[src/rtl/bpar_pkg.sv]
package bpar_pkg;

   // Snapshot taken in an address phase, consumed one clock later.
   typedef struct packed {
      logic armed;      // phase is checkable and reporting is enabled
      logic expect_par; // parity the source must present next clock
   } addr_snap_t;

   localparam addr_snap_t SNAP_IDLE = '{armed: 1'b0, expect_par: 1'b0};

endpackage

[src/rtl/bpar_xor_tree.sv]
module bpar_xor_tree #(
   parameter int N = 36
) (
   input  logic [N-1:0] bits_i,
   output logic         par_o
);
   localparam int LVLS = (N <= 1) ? 1 : $clog2(N);
   localparam int NP   = 1 << LVLS;

   if (N < 1) begin : g_bad_n
      $error("bpar_xor_tree: N must be at least 1");
   end

   for (genvar l = 0; l <= LVLS; l++) begin : g_lvl
      localparam int W = NP >> l;
      logic [W-1:0] v;
      if (l == 0) begin : g_leaf
         assign v = W'(bits_i);
      end else begin : g_node
         for (genvar i = 0; i < W; i++) begin : g_x
            assign v[i] = g_lvl[l-1].v[2*i] ^ g_lvl[l-1].v[2*i+1];
         end
      end
   end

   assign par_o = g_lvl[LVLS].v[0];
endmodule

[src/rtl/bpar_drive.sv]
module bpar_drive (
   input  logic clk,
   input  logic rst_n,
   input  logic drive_i,
   input  logic par_calc_i,
   output logic par_o,
   output logic par_oe_o
);
   always_ff @(posedge clk or negedge rst_n) begin
      if (!rst_n) begin
         par_oe_o <= 1'b0;
         par_o    <= 1'b0;
      end else begin
         par_oe_o <= drive_i;
         par_o    <= drive_i & par_calc_i;
      end
   end
endmodule

[src/rtl/bpar_addr_chk.sv]
module bpar_addr_chk
   import bpar_pkg::*;
(
   input  logic clk,
   input  logic rst_n,
   input  logic addr_phase_i,
   input  logic turnaround_i,
   input  logic master_i,
   input  logic perr_resp_en_i,
   input  logic serr_en_i,
   input  logic par_calc_i,
   input  logic par_i,
   output logic err_hit_o
);
   addr_snap_t snap_q, snap_d;

   always_comb begin
      snap_d            = SNAP_IDLE;
      snap_d.armed      = addr_phase_i & ~turnaround_i & ~master_i
                          & perr_resp_en_i & serr_en_i;
      snap_d.expect_par = par_calc_i;
   end

   always_ff @(posedge clk or negedge rst_n) begin
      if (!rst_n) snap_q <= SNAP_IDLE;
      else        snap_q <= snap_d;
   end

   assign err_hit_o = snap_q.armed & (par_i ^ snap_q.expect_par);
endmodule

[src/rtl/bpar_serr.sv]
module bpar_serr (
   input  logic clk,
   input  logic rst_n,
   input  logic err_hit_i,
   input  logic sticky_clr_i,
   output logic serr_oe_o,
   output logic serr_sticky_o
);
   always_ff @(posedge clk or negedge rst_n) begin
      if (!rst_n) begin
         serr_oe_o     <= 1'b0;
         serr_sticky_o <= 1'b0;
      end else begin
         serr_oe_o <= err_hit_i;
         if (err_hit_i)         serr_sticky_o <= 1'b1;
         else if (sticky_clr_i) serr_sticky_o <= 1'b0;
      end
   end
endmodule

[src/rtl/bus_parity_serr.sv]
module bus_parity_serr #(
   parameter int AD_W  = 32,
   parameter int CBE_W = 4
) (
   input  logic             clk,
   input  logic             rst_n,
   input  logic [AD_W-1:0]  ad_i,
   input  logic [CBE_W-1:0] cbe_i,
   input  logic             par_i,
   input  logic             drive_i,
   input  logic             addr_phase_i,
   input  logic             turnaround_i,
   input  logic             master_i,
   input  logic             perr_resp_en_i,
   input  logic             serr_en_i,
   input  logic             sticky_clr_i,
   output logic             par_o,
   output logic             par_oe_o,
   output logic             serr_oe_o,
   output logic             serr_sticky_o
);
   localparam int COVER_W = AD_W + CBE_W;

   if (CBE_W < 1 || AD_W != 8 * CBE_W) begin : g_bad_w
      $error("bus_parity_serr: AD_W must be 8 lanes per CBE_W line");
   end

   logic par_calc;
   logic err_hit;

   bpar_xor_tree #(.N(COVER_W)) u_tree (
      .bits_i ({ad_i, cbe_i}),
      .par_o  (par_calc)
   );

   bpar_drive u_drive (
      .clk        (clk),
      .rst_n      (rst_n),
      .drive_i    (drive_i),
      .par_calc_i (par_calc),
      .par_o      (par_o),
      .par_oe_o   (par_oe_o)
   );

   bpar_addr_chk u_chk (
      .clk            (clk),
      .rst_n          (rst_n),
      .addr_phase_i   (addr_phase_i),
      .turnaround_i   (turnaround_i),
      .master_i       (master_i),
      .perr_resp_en_i (perr_resp_en_i),
      .serr_en_i      (serr_en_i),
      .par_calc_i     (par_calc),
      .par_i          (par_i),
      .err_hit_o      (err_hit)
   );

   bpar_serr u_serr (
      .clk           (clk),
      .rst_n         (rst_n),
      .err_hit_i     (err_hit),
      .sticky_clr_i  (sticky_clr_i),
      .serr_oe_o     (serr_oe_o),
      .serr_sticky_o (serr_sticky_o)
   );
endmodule

[config.mk]
export PLATFORM = sky130hd
export DESIGN_NAME = bus_parity_serr
export DESIGN_NICKNAME = d
export VERILOG_FILES = /design/src/rtl/bpar_pkg.sv /design/src/rtl/bpar_xor_tree.sv /design/src/rtl/bpar_drive.sv /design/src/rtl/bpar_addr_chk.sv /design/src/rtl/bpar_serr.sv /design/src/rtl/bus_parity_serr.sv
export SDC_FILE = /design/constraint.sdc
export NUM_CORES = 1
export LEC_CHECK = 0
export ABC_AREA = 1
export ABC_CLOCK_PERIOD_IN_PS = 1700
export BUFFER_PORTS_ARGS = -buffer_cell sky130_fd_sc_hd__buf_2
export CORE_MARGIN = 3
export CORE_UTILIZATION = 39
export DETAILED_ROUTE_END_ITERATION = 16
export PLACE_DENSITY = 0.72
export SETUP_SLACK_MARGIN = 0.05
export SLEW_MARGIN = 20
export SYNTH_ARGS = -nofsm -noshare
export SYNTH_HDL_FRONTEND = slang
export SYNTH_HIERARCHICAL = 1
export SYNTH_SLANG_ARGS = --single-unit
[constraint.sdc]
create_clock -name clk -period 1.7 [get_ports clk]
set_clock_uncertainty 0.2 [all_clocks]
set_input_delay 0.34 -clock clk [delete_from_list [all_inputs] [get_ports clk]]
set_output_delay 0.34 -clock clk [all_outputs]
set_load 0.01 [all_outputs]
### Yosys cells after proc, flatten, opt, wreduce, memory -nomap -nowiden

Index checks and enable logic that the tools add are counted.

* bitwise gates (word level): 44
* muxes and demuxes: 2
* reduce and logical (&&, ||, !) cells: 1

Operators with widths (count)
* 1-bit bitwise XOR: 36
* 1-bit AND: 6
* 1-bit two-way mux: 2
* 1-bit inverter: 2
* 2-bit nonzero test: 1

* output and inout port bits: 4
* input bits: 46
* flip-flop bits (word level): 6
* logic and storage cells: 53

### Depth between registers and ports, before layout

Gate-level depths: netlist (run 1).

* depth in word-level cells: 7
* gate-level depth with buffers: 15
* gate-level depth less buffers: 15

### Cells and area by module

The synthesis (run 1) kept the hierarchy.

Modules (own cells, without submodules)
* bpar_xor_tree: cells an instance 177, area an instance 749.5 um^2, seq. area each 0.0 um^2, instances 1
* bpar_addr_chk: cells an instance 11, area an instance 85.1 um^2, seq. area each 50.0 um^2, instances 1
* bpar_serr: cells an instance 6, area an instance 65.1 um^2, seq. area each 50.0 um^2, instances 1
* bpar_drive: cells an instance 4, area an instance 57.6 um^2, seq. area each 50.0 um^2, instances 1

### Worst setup path after synthesis (run 1)

OpenSTA, ideal clock, no wires.

* path type: input port to flip-flop
* from: input ad_i[5]
* to: register u_drive.par_o
* data required time: 1.387 ns
* cell stages on the path: 14
* path buffers: 0
* setup time: 0.113 ns
* setup slack: 0.277 ns
* arrival time: 1.110 ns
* path through: nor2_1 inv_1 nand2_1 nand2_1 nand2_1 nand2_1 nand2_1 nand3_1 nand2_1 inv_1 nand2_1 nand2_1 nand2_1 inv_1

* word-level cells in the longest chain between the ends: 7

RTL lines
* start: declaration: line bus_parity_serr.sv:7 `input logic [AD_W-1:0] ad_i,`
* 1-bit bitwise XOR (6 in a row): line bpar_xor_tree.sv:21 `assign v[i] = g_lvl[l-1].v[2*i] ^ g_lvl[l-1].v[2*i+1];`
* net par_calc: line bus_parity_serr.sv:28 `logic par_calc;`
* 1-bit AND: line bpar_drive.sv:15 `par_o <= drive_i & par_calc_i;`
* end signal: assignment: line bpar_drive.sv:15
* end: declaration: line bpar_drive.sv:6 `output logic par_o,`

The timed path passes the listed nets, and every way through them passes these cells.
A chain may end at the register's enable or synchronous reset.

### Final worst setup path (run 1)

Same ends and word-level chain as after synthesis.

==> metrics.txt, run 1 <==
Clock Tree Buf Depth 2; Max Freq 715 MHz; Mapped Avg Cell Area 4.83 um^2; Crit Path Category in2reg; Pwr Density ~480 mW/mm^2; drt total wl between 1.5 and 2 mm; leak pwr just over 0.0009 uW; reg2reg setup slack 0.73 ns; initial antenna violation count 0; Max-cap violations 0; pre-CTS WS around 0.056 ns; CTS buffer count 3; cell area after layout between 0.001 and 0.0015 mm^2; vias per cell just over 4; Peak VDD IR around 0.00027 V; Post-DRT Antenna Nets 0; # IOs 50; # resized after CTS 0; synthesized area 957 um^2; Sink Count 6; placed inst area between 0.001 and 0.0015 mm^2; Hold Crit Class in2reg; Setup crit end kind flip-flop; PortBufs between 40 and 50; sequential element share of the synthesized area 0.157; ys flop type dfrtp_1; Final setup viols 0; Synth Register Bits 6; fin crit share 0.823; hold path depth 1; commonest cells in the netlist nand2_1 (131), inv_1 (31); DRC 0; final setup TNS 0 ns; fin util 0.558; status finished, final reports clean; max_slew headroom 0.872; unrepaired setup endpoints after global routing false; gr ovfl total 0; Cell variety after synth 11; Worst setup SP type primary input; Post-Synthesis Cells between 150 and 200; vias in the first global route between 900 and 1000; Yosys top cell area share 0.514; dpl hpwl 1.64 mm; Fin. Hold Viols 0; clock slew seen by the registers of the worst setup and hold paths 0.04 ns; area grow syn2layout 32.7%; first-pass GRT wire length between 3 and 4 mm; antenna cell count 0; terminus of the critical flop-to-flop path u_serr/serr_sticky_o$_DFFE_PN0P_; share of layout cells above drive strength 1 0.235; Die X about 56 um; Nets approximately 300; worst skew pair latency 0.24 ns; Initial Utilization 0.421; largest net degree at the start of global routing 7; Pins Over Slew Limit 0; worst path required time about 1.6 ns; Worst Tran Pin Value 0.191 ns; largest cells by area after synthesis nand2_1 (51%), dfrtp_1 (16%), inv_1 (12%), xnor2_1 (5.5%), xor2_1 (5.5%); Final WS setup roughly 0.3 ns; TritonRoute pass-1 iters 4; clk root buf clkbuf_4; via count between 1000 and 1500; DR iter-0 viols 26; Final Critical Period ~1.4 ns; Routed WL per cell roughly 6.6 um; Ys Warns 6; Die Y between 50 and 60 um; Synth Net Count around 240; R2R cell count 5; Post-synth EDFFs 0; DIE AREA 0.00308 mm^2; Data arrival, critical path roughly 1.3 ns; hold path start drive_i; H-tree depth 1; Synth area leader nand2_1; Total GRT Usage 0.127; most common cell in the netlist nand2_1; Max FO, Critical Path 2; Post-synth ARST share 1.00; Placer Congestion ~0.65; # rows 17; area of the core approximately 0.0023 mm^2; Worst Hold End u_drive/par_oe_o$_DFF_PN0_; CTS tree yes; R2R Path Start u_chk/snap_q[0]$_DFF_PN0_
[where the power goes]
| group | switching [uW] | total (uW) | internal [uW] |
|---|---|---|---|
| logic | 179 | 318 | 139 |
| clock network | 45.7 | 125 | 79.5 |
| registers | 6.58 | 169 | 163 |
| total | 231 | 612 | 381 |
[routing by layer]
metal	routed length [um]	up-vias	share of wire	GRT usage
met5	0	-	0	0
met4	0	0	0	0.0417
met3	114	0	0.062	0.0210
met2	856	31	0.46	0.204
met1	874	419	0.47	0.171
li1	-	673	-	-
[cells by family (layout without fill, tap and decap cells)]
| family | after synthesis | after routing | share of synthesized area |
|---|---|---|---|
| xor+xnor | 13 | 13 | 0.127 |
| buf+inv | 34 | 87 | 0.133 |
| flops | 6 | 6 | 0.157 |
| simple gates | 145 | 145 | 0.583 |
[state kept, by name (all words and copies together) (netlist names)]
name	count
u_chk/snap_q	2
u_drive/par_o	1
u_drive/par_oe_o	1
u_serr/serr_oe_o	1
u_serr/serr_sticky_o	1
[cell type report]
class / instances / area (um^2)
fill: 241 / 1010
timing repair buffer: 50 / 255
multi-input combinational: 158 / 679
inverter: 34 / 128
clock buffer: 3 / 22.5
sequential: 6 / 150
tap: 28 / 35.0
[how the worst max path moves through the flow]
stage | endpoint | depth (start not counted) | from | slack [ns]
2_1_floorplan | u_drive/par_o$_DFF_PN0_ | 14 | ad_i[5] | 0.28
3_3_place_gp | u_drive/par_o$_DFF_PN0_ | 15 | ad_i[5] | 0.09
3_5_place_dp | u_drive/par_o$_DFF_PN0_ | 15 | ad_i[5] | 0.06
4_1_cts | u_drive/par_o$_DFF_PN0_ | 15 | ad_i[5] | 0.31
5_1_grt | u_drive/par_o$_DFF_PN0_ | 15 | ad_i[5] | 0.11
6_report | u_drive/par_o$_DFF_PN0_ | 15 | ad_i[5] | 0.30
[cells in the final DEF (no fill, tap or decap)]
cell / count
dfrtp_1: 6
inv_2: 3
inv_1: 31
nand2_1: 131
xnor2_2: 1
nor2_1: 6
clkbuf_4: 3
nand2_2: 2
dlygate4sd3_1: 1
xnor2_1: 6
xor2_1: 6
buf_2: 49
nand3_1: 5
nor2_2: 1
[stage by stage]
stage / total power, uW / std cells / hold WS, ns
after global placement: 486 / 275 / -0.0338
final: 612 / 279 / 0.0276
after CTS: 625 / 279 / 0.0197
after global routing: 697 / 279 / 0.0295
after detailed placement: 490 / 275 / -0.0333
after floorplan: 383 / 198 / -0.156
[worst max-delay path, cell delays in order]
cell and delay, ns:
buf_2 0.10, nor2_1 0.14, inv_1 0.05, nand2_1 0.08
nand2_1 0.05, nand2_1 0.05, nand2_1 0.05, nand2_1 0.08
nand3_1 0.07, nand2_1 0.07, inv_1 0.04, nand2_1 0.05
nand2_1 0.06, nand2_1 0.06, inv_1 0.03
[repair_timing]
action                                 4_1_cts  5_1_grt
hold buffers                                 1        0
setup endpoints to repair                    0        0
buffers inserted                             0        0
endpoints found under the hold margin        6        0
Note: power is estimated with default switching activity, not from simulation.
==> run 2: changes to the inputs <==
--- a/config.mk
+++ b/config.mk
@@ -6,7 +6,7 @@
 export NUM_CORES = 1
 export LEC_CHECK = 0
 export ABC_AREA = 1
-export ABC_CLOCK_PERIOD_IN_PS = 1700
+export ABC_CLOCK_PERIOD_IN_PS = 1300
 export BUFFER_PORTS_ARGS = -buffer_cell sky130_fd_sc_hd__buf_2
 export CORE_MARGIN = 3
 export CORE_UTILIZATION = 39
==> constraint.sdc (replaced) <==
create_clock -name clk -period 1.3 [get_ports clk]
set_clock_uncertainty 0.2 [all_clocks]
set_input_delay 0.26 -clock clk [delete_from_list [all_inputs] [get_ports clk]]
set_output_delay 0.26 -clock clk [all_outputs]
set_load 0.01 [all_outputs]
==> run 2 against run 1 <==
The run now ends with negative setup slack left. Total power is 48% higher. Clock-buffer cell count stayed put. Worst setup slack worse by 0.31 ns. Non-clock buffer count is 1 higher. Hold slack better by 0.015 ns. Combinational power is 65% higher. Global-route usage is 0.26 points higher. Sequential power is 32% higher. Clock power is 30% higher. Cell count is 0.36% higher. Register-to-register slack worse by 0.39 ns. Sequential share of layout area is 1.9 points lower.
==> metrics.txt, run 2 (same netlist as run 1, synthesis figures left out) <==
area of the core 0.00228 mm^2; Setup crit end kind flip-flop; R2R Path Start u_chk/snap_q[0]$_DFF_PN0_; DIE AREA approximately 0.0031 mm^2; reg2reg setup slack between 0.3 and 0.4 ns; Critical Path Start ad_i[21]; max reg flops 2; Post-DRT Antenna Nets 0; most common cell after layout, fill and taps aside nand2_1; Clock Tree Buf Depth 2; leak pwr about 0.0010 uW; R2R cell count 5; # rows 17; hold path start turnaround_i; H-tree depth 1; Pwr Density about 600 mW/mm^2; Max-cap violations 0; DRC 0; met2 wire len between 1 and 1.5 mm; Routed WL per cell roughly 7.4 um; antenna cell count 0; Die X 55.5 um; Worst setup SP type primary input; placed inst area 0.00127 mm^2; vias per cell between 4 and 5; CTS tree yes; Worst Tran Pin Value around 0.18 ns; failing checks negative setup slack; drt total wl 2.07 mm; fin crit share 1.01; Placer Congestion slightly below 0.7; Sink Count 6; Max FO, Critical Path 3; hold path depth 4; CTS buffer count 3; initial antenna violation count 0; gr ovfl total 0; top sig layer met3; Routed met1 length 852 um; Final setup viols 1; largest reg by FF count u_chk/snap_q; Post-CTS Setup Bufs 0; cell area after layout ~0.0015 mm^2; DR iter-0 viols 36; pre-CTS WS -0.301 ns; dpl hpwl ~1.6 mm; first-pass GRT wire length between 3 and 4 mm; Final Critical Period approximately 1.3 ns; Hold Crit Class in2reg; Post-Place Cells 275; Initial Utilization 0.421; # IOs 50; status complete, but fails checks; wire length on met3 98 um; PortBufs a little under 50; clk root buf clkbuf_4; TritonRoute pass-1 iters 4; Post-Layout Cell Count 280; clock slew seen by the registers of the worst setup and hold paths about 0.04 ns; largest net degree at the start of global routing 7; Max Freq around 760 MHz; worst path required time between 1 and 1.5 ns; Peak VDD IR approximately 0.00043 V; Total GRT Usage 0.129; vias in the first global route 944; unrepaired setup endpoints after global routing true; Fin. Hold Viols 0; terminus of the critical flop-to-flop path u_serr/serr_sticky_o$_DFFE_PN0P_; Nets 300; max_slew headroom 0.877; Data arrival, critical path about 1.2 ns; via count between 1000 and 1500; Die Y about 56 um; Pins Over Slew Limit 0; Worst Hold End u_chk/snap_q[1]$_DFF_PN0_; share of layout cells above drive strength 1 0.369; worst skew pair latency roughly 0.24 ns; Final WS setup -0.0124 ns; most frequent cells in the layout nand2_1 (122), buf_2 (36), inv_1 (21), inv_2 (13), nand2_2 (9); Crit Path Category in2reg; area grow syn2layout 58.0%
-- run 2: cell types whose count changed in the layout (fill, tap and decap cells not counted), moves of 5 or more --
cell / before / now
inv_2: 3 / 13
xnor2_1: 6 / 1
inv_1: 31 / 21
buf_2: 49 / 36
nand2_1: 131 / 122
nand2_2: 2 / 9
buf_6: 0 / 7
xnor2_2: 1 / 6
-- run 2: power breakdown --
| group | switching (uW) | internal [uW] | total [uW] |
|---|---|---|---|
| logic | 280 | 244 | 524 |
| registers | 10.0 | 213 | 223 |
| clock network | 58.2 | 104 | 162 |
-- run 2: layout make-up --
| class | count | area (um^2) |
|---|---|---|
| fillers | 223 | 763 |
| inverters | 34 | 128 |
| repair buffers | 51 | 357 |
| well taps | 28 | 35.0 |
| flip-flops and latches | 6 | 150 |
| clock buffers | 3 | 22.5 |
| multi-input cells | 158 | 821 |
-- run 2: worst max-delay path by stage --
stage,endpoint,slack [ns],cells past startpoint
4_1_cts,u_drive/par_o$_DFF_PN0_,0.03,15
3_3_place_gp,u_drive/par_o$_DFF_PN0_,-0.27,16
2_1_floorplan,u_drive/par_o$_DFF_PN0_,-0.04,14
3_5_place_dp,u_drive/par_o$_DFF_PN0_,-0.30,16
6_report,u_drive/par_o$_DFF_PN0_,-0.01,15
5_1_grt,u_drive/par_o$_DFF_PN0_,-0.13,16
-- run 2: repair_timing --
item | 4_1_cts | 5_1_grt
hold endpoints to repair | 7 | 0
gates resized for setup | 34 | 18
hold buffers | 2 | 0
pin swaps | 30 | 24
setup endpoints to repair | 2 | 2
-- run 2: routing by layer --
metal,vias up,track usage
met3,0,0.0117
met4,0,0.0417
met2,25,0.248
met5,-,0
li1,675,-
met1,473,0.147
-- run 2: metrics by stage --
step | utilization | hold slack [ns] | power [uW] | TNS, ns
6_report | 0.665 | 0.0430 | 909 | -0.0124
5_1_grt | 0.665 | 0.0415 | 1010 | -0.126
4_1_cts | 0.640 | 0.0371 | 883 | 0
3_5_place_dp | 0.559 | -0.111 | 657 | -0.516
3_3_place_gp | 0.559 | -0.113 | 651 | -0.460
2_1_floorplan | - | -0.236 | 508 | -0.0407
-- run 2: worst max-delay path, stage by stage --
cell     delay [ns]
buf_12         0.11
nor2_4         0.10
nor2_2         0.05
nand2_1        0.05
nand2_1        0.06
nand2_2        0.09
nand2_2        0.06
nand2_2        0.06
nand2_1        0.07
nand2_2        0.06
nand2_1        0.05
nand2_1        0.05
nand2_1        0.06
nand2_1        0.07
inv_1          0.03
==> run 3: changes to the inputs <==
--- a/config.mk
+++ b/config.mk
@@ -5,16 +5,14 @@
 export SDC_FILE = /design/constraint.sdc
 export NUM_CORES = 1
 export LEC_CHECK = 0
-export ABC_AREA = 1
 export ABC_CLOCK_PERIOD_IN_PS = 1300
 export BUFFER_PORTS_ARGS = -buffer_cell sky130_fd_sc_hd__buf_2
 export CORE_MARGIN = 3
-export CORE_UTILIZATION = 39
+export CORE_UTILIZATION = 35
 export DETAILED_ROUTE_END_ITERATION = 16
-export PLACE_DENSITY = 0.72
+export PLACE_DENSITY = 0.78
 export SETUP_SLACK_MARGIN = 0.05
 export SLEW_MARGIN = 20
 export SYNTH_ARGS = -nofsm -noshare
 export SYNTH_HDL_FRONTEND = slang
-export SYNTH_HIERARCHICAL = 1
 export SYNTH_SLANG_ARGS = --single-unit
==> run 3 against run 2 <==
The flow still finishes with violations (negative setup slack). Die area decreased by 35%. Design area decreased by 35%. Non-clock buffer count unchanged. Hold slack improved by 0.045 ns. Highest routed layer unchanged. Critical path depth decreased by 9. Synthesized cell count decreased by 76%.
==> metrics.txt, run 3 <==
Pwr Density 988 mW/mm^2; worst skew pair latency around 0.23 ns; Peak VDD IR about 0.00059 V; Synth Register Bits 6; leak pwr 0.000516 uW; Post-Layout Cell Count ~120; dpl hpwl 1.02 mm; PortBufs 49; Fin. Hold Viols 0; antenna cell count 0; Yosys top cell area share 0.467; Placer Congestion 0.703; Final setup viols 2; Setup crit end kind flip-flop; Synth Area in Compound Gates 0.0143; Mapped Avg Cell Area 10.9 um^2; synthesized area about 530 um^2; Post-CTS Setup Bufs 0; Initial Utilization 0.389; vias per cell roughly 4.3; most frequent cells in the layout buf_2 (36), xnor2_1 (20), buf_6 (13), xnor2_2 (8), dfrtp_1 (6); fin crit share 1.16; unrepaired setup endpoints after global routing true; Hold Slack 0.0883 ns; via count around 500; worst path required time roughly 1.2 ns; vias in the first global route approximately 550; gr ovfl total 0; Nets 150; share of layout cells above drive strength 1 0.608; largest family of logic cells by synthesized area XOR/XNOR gates; area of the multi-input gates 440 um^2; multiplexer area fraction after synthesis 0.0190; Max-cap violations 0; Data arrival, critical path approximately 1.4 ns; Post-Synthesis Cells 48; Ys Warns 0; largest net degree at the start of global routing 7; area share of and/or/nand/nor cells after synthesis 0.0548; Synth area leader xnor2_1; synthesized-area fraction occupied by adder cells 0; most common cell after layout, fill and taps aside buf_2; sequential element share of the synthesized area 0.286; failing checks negative setup slack; Post-synth ARST share 1.00; CTS tree yes; CP max-delay cell xnor3_1; Die Y around 45 um; area of the core roughly 0.0014 mm^2; fillers 97; ys flop type dfrtp_1; initial antenna violation count 0; DR iter-0 viols 1; Max FO, Critical Path 2; Total GRT Usage 0.119; area grow syn2layout 86.9%; Worst Tran Pin Value 0.189 ns; drt total wl roughly 1.2 mm; DRC 0; XOR/XNOR Fraction of Synth Area 0.619; Sink Count 6; Post-DRT Antenna Nets 0; Synth Net Count 94; Post-synth EDFFs 0; Worst setup SP type primary input; most common cell in the netlist xnor2_1; CTS buffer count 3; TritonRoute pass-1 iters 3; max reg flops 2; clock slew seen by the registers of the worst setup and hold paths 0.04 ns; H-tree depth 1; status complete, but fails checks; Max Freq roughly 660 MHz; Routed WL per cell ~10 um; DIE AREA 0.00200 mm^2; # IOs 50; max_slew headroom 0.873; Hold Crit Class in2reg; Final Critical Period approximately 1.5 ns; Crit Path Category in2reg; clk root buf clkbuf_4; commonest cells in the netlist xnor2_1 (28), dfrtp_1 (6), xor2_1 (4), xnor3_1 (2); cell mode on critical path xnor2_1; fin util 0.728; largest cells by area after synthesis xnor2_1 (47%), dfrtp_1 (29%), xnor3_1 (8.6%), xor2_1 (6.7%), mux2i_1 (1.9%); Final WS setup -0.208 ns; Cell variety after synth 12; worst path cell trace buf_6, xor2_1, xnor2_1, xnor2_1, xnor3_1, mux2i_1; Register Area roughly 150 um^2; first-pass GRT wire length between 1.5 and 2 mm; Clock Tree Buf Depth 2; # rows 13; max incr delay on CP 0.45 ns; largest reg by FF count u_chk.snap_q; Post-Place Cells between 100 and 150; Pins Over Slew Limit 0; Die X 44.8 um
run 3: path summary, 6_finish.rpt:
path,from,endpoint,slack [ns],cells past startpoint
max in group asynchronous,rst_n,u_drive.par_oe_o$_DFF_PN0_,0.57,2
min in group asynchronous,rst_n,u_drive.par_o$_DFF_PN0_,0.19,2
setup reg to reg,u_chk.snap_q[0]$_DFF_PN0_,u_serr.serr_sticky_o$_DFFE_PN0P_,0.15,3
setup / recovery,ad_i[10],u_drive.par_o$_DFF_PN0_,-0.21,6
hold reg to reg,u_chk.snap_q[1]$_DFF_PN0_,u_serr.serr_oe_o$_DFF_PN0_,0.27,1
hold / removal,serr_en_i,u_chk.snap_q[1]$_DFF_PN0_,0.09,2
run 3: cell families (layout without fill, tap and decap cells):
logic type / Yosys count / after routing
AO/OA/AOI/OAI: 1 / 1
XOR/XNOR: 34 / 34
buffers and inverters: 1 / 55
flip-flops: 6 / 6
multiplexers: 1 / 1
AND/OR/NAND/NOR: 5 / 5
run 3: layout make-up:
cell class | count | share of cell area
multi-input cells | 41 | 0.448
inverters | 1 | 0.00382
clock buffers | 3 | 0.0229
repair buffers | 51 | 0.353
well taps | 15 | 0.0191
flip-flops and latches | 6 | 0.153
run 3: metal layers:
layer | share of wire | vias up | wire, um | GRT usage
met3 | 0.10 | 0 | 120 | 0.0120
met1 | 0.28 | 209 | 341 | 0.104
met2 | 0.61 | 30 | 735 | 0.255
met4 | 0 | 0 | 0 | 0.0542
met5 | 0 | - | 0 | 0
li1 | - | 259 | - | -
run 3: through the flow:
step	setup TNS, ns	setup slack, ns	total power [uW]	area, um^2
after global placement	-0.885	-0.445	735	797
final	-0.409	-0.208	970	982
after floorplan	-0.586	-0.295	621	533
after global routing	-0.477	-0.240	1040	982
after detailed placement	-0.918	-0.461	746	797
after CTS	-0.421	-0.213	943	900
run 3: critical path: cells and delay by family:
family / cells / cell delay (ns)
xor+xnor: 4 / 0.93
buf+inv: 1 / 0.09
mux: 1 / 0.14
run 3: timing repair:
action	CTS	global route
hold buffers	2	0
endpoints found under the hold margin	7	0
gates resized for setup	9	13
setup endpoints to repair	2	2
gates cloned	0	0
pin swaps	7	7
run 3: where the power goes:
| part | leakage (uW) | internal (uW) | total [uW] | switching [uW] |
|---|---|---|---|---|
| Clock | 0.0000138 | 104 | 158 | 54.3 |
| Combinational | 0.000425 | 377 | 576 | 199 |
| Sequential | 0.0000778 | 226 | 237 | 10.6 |
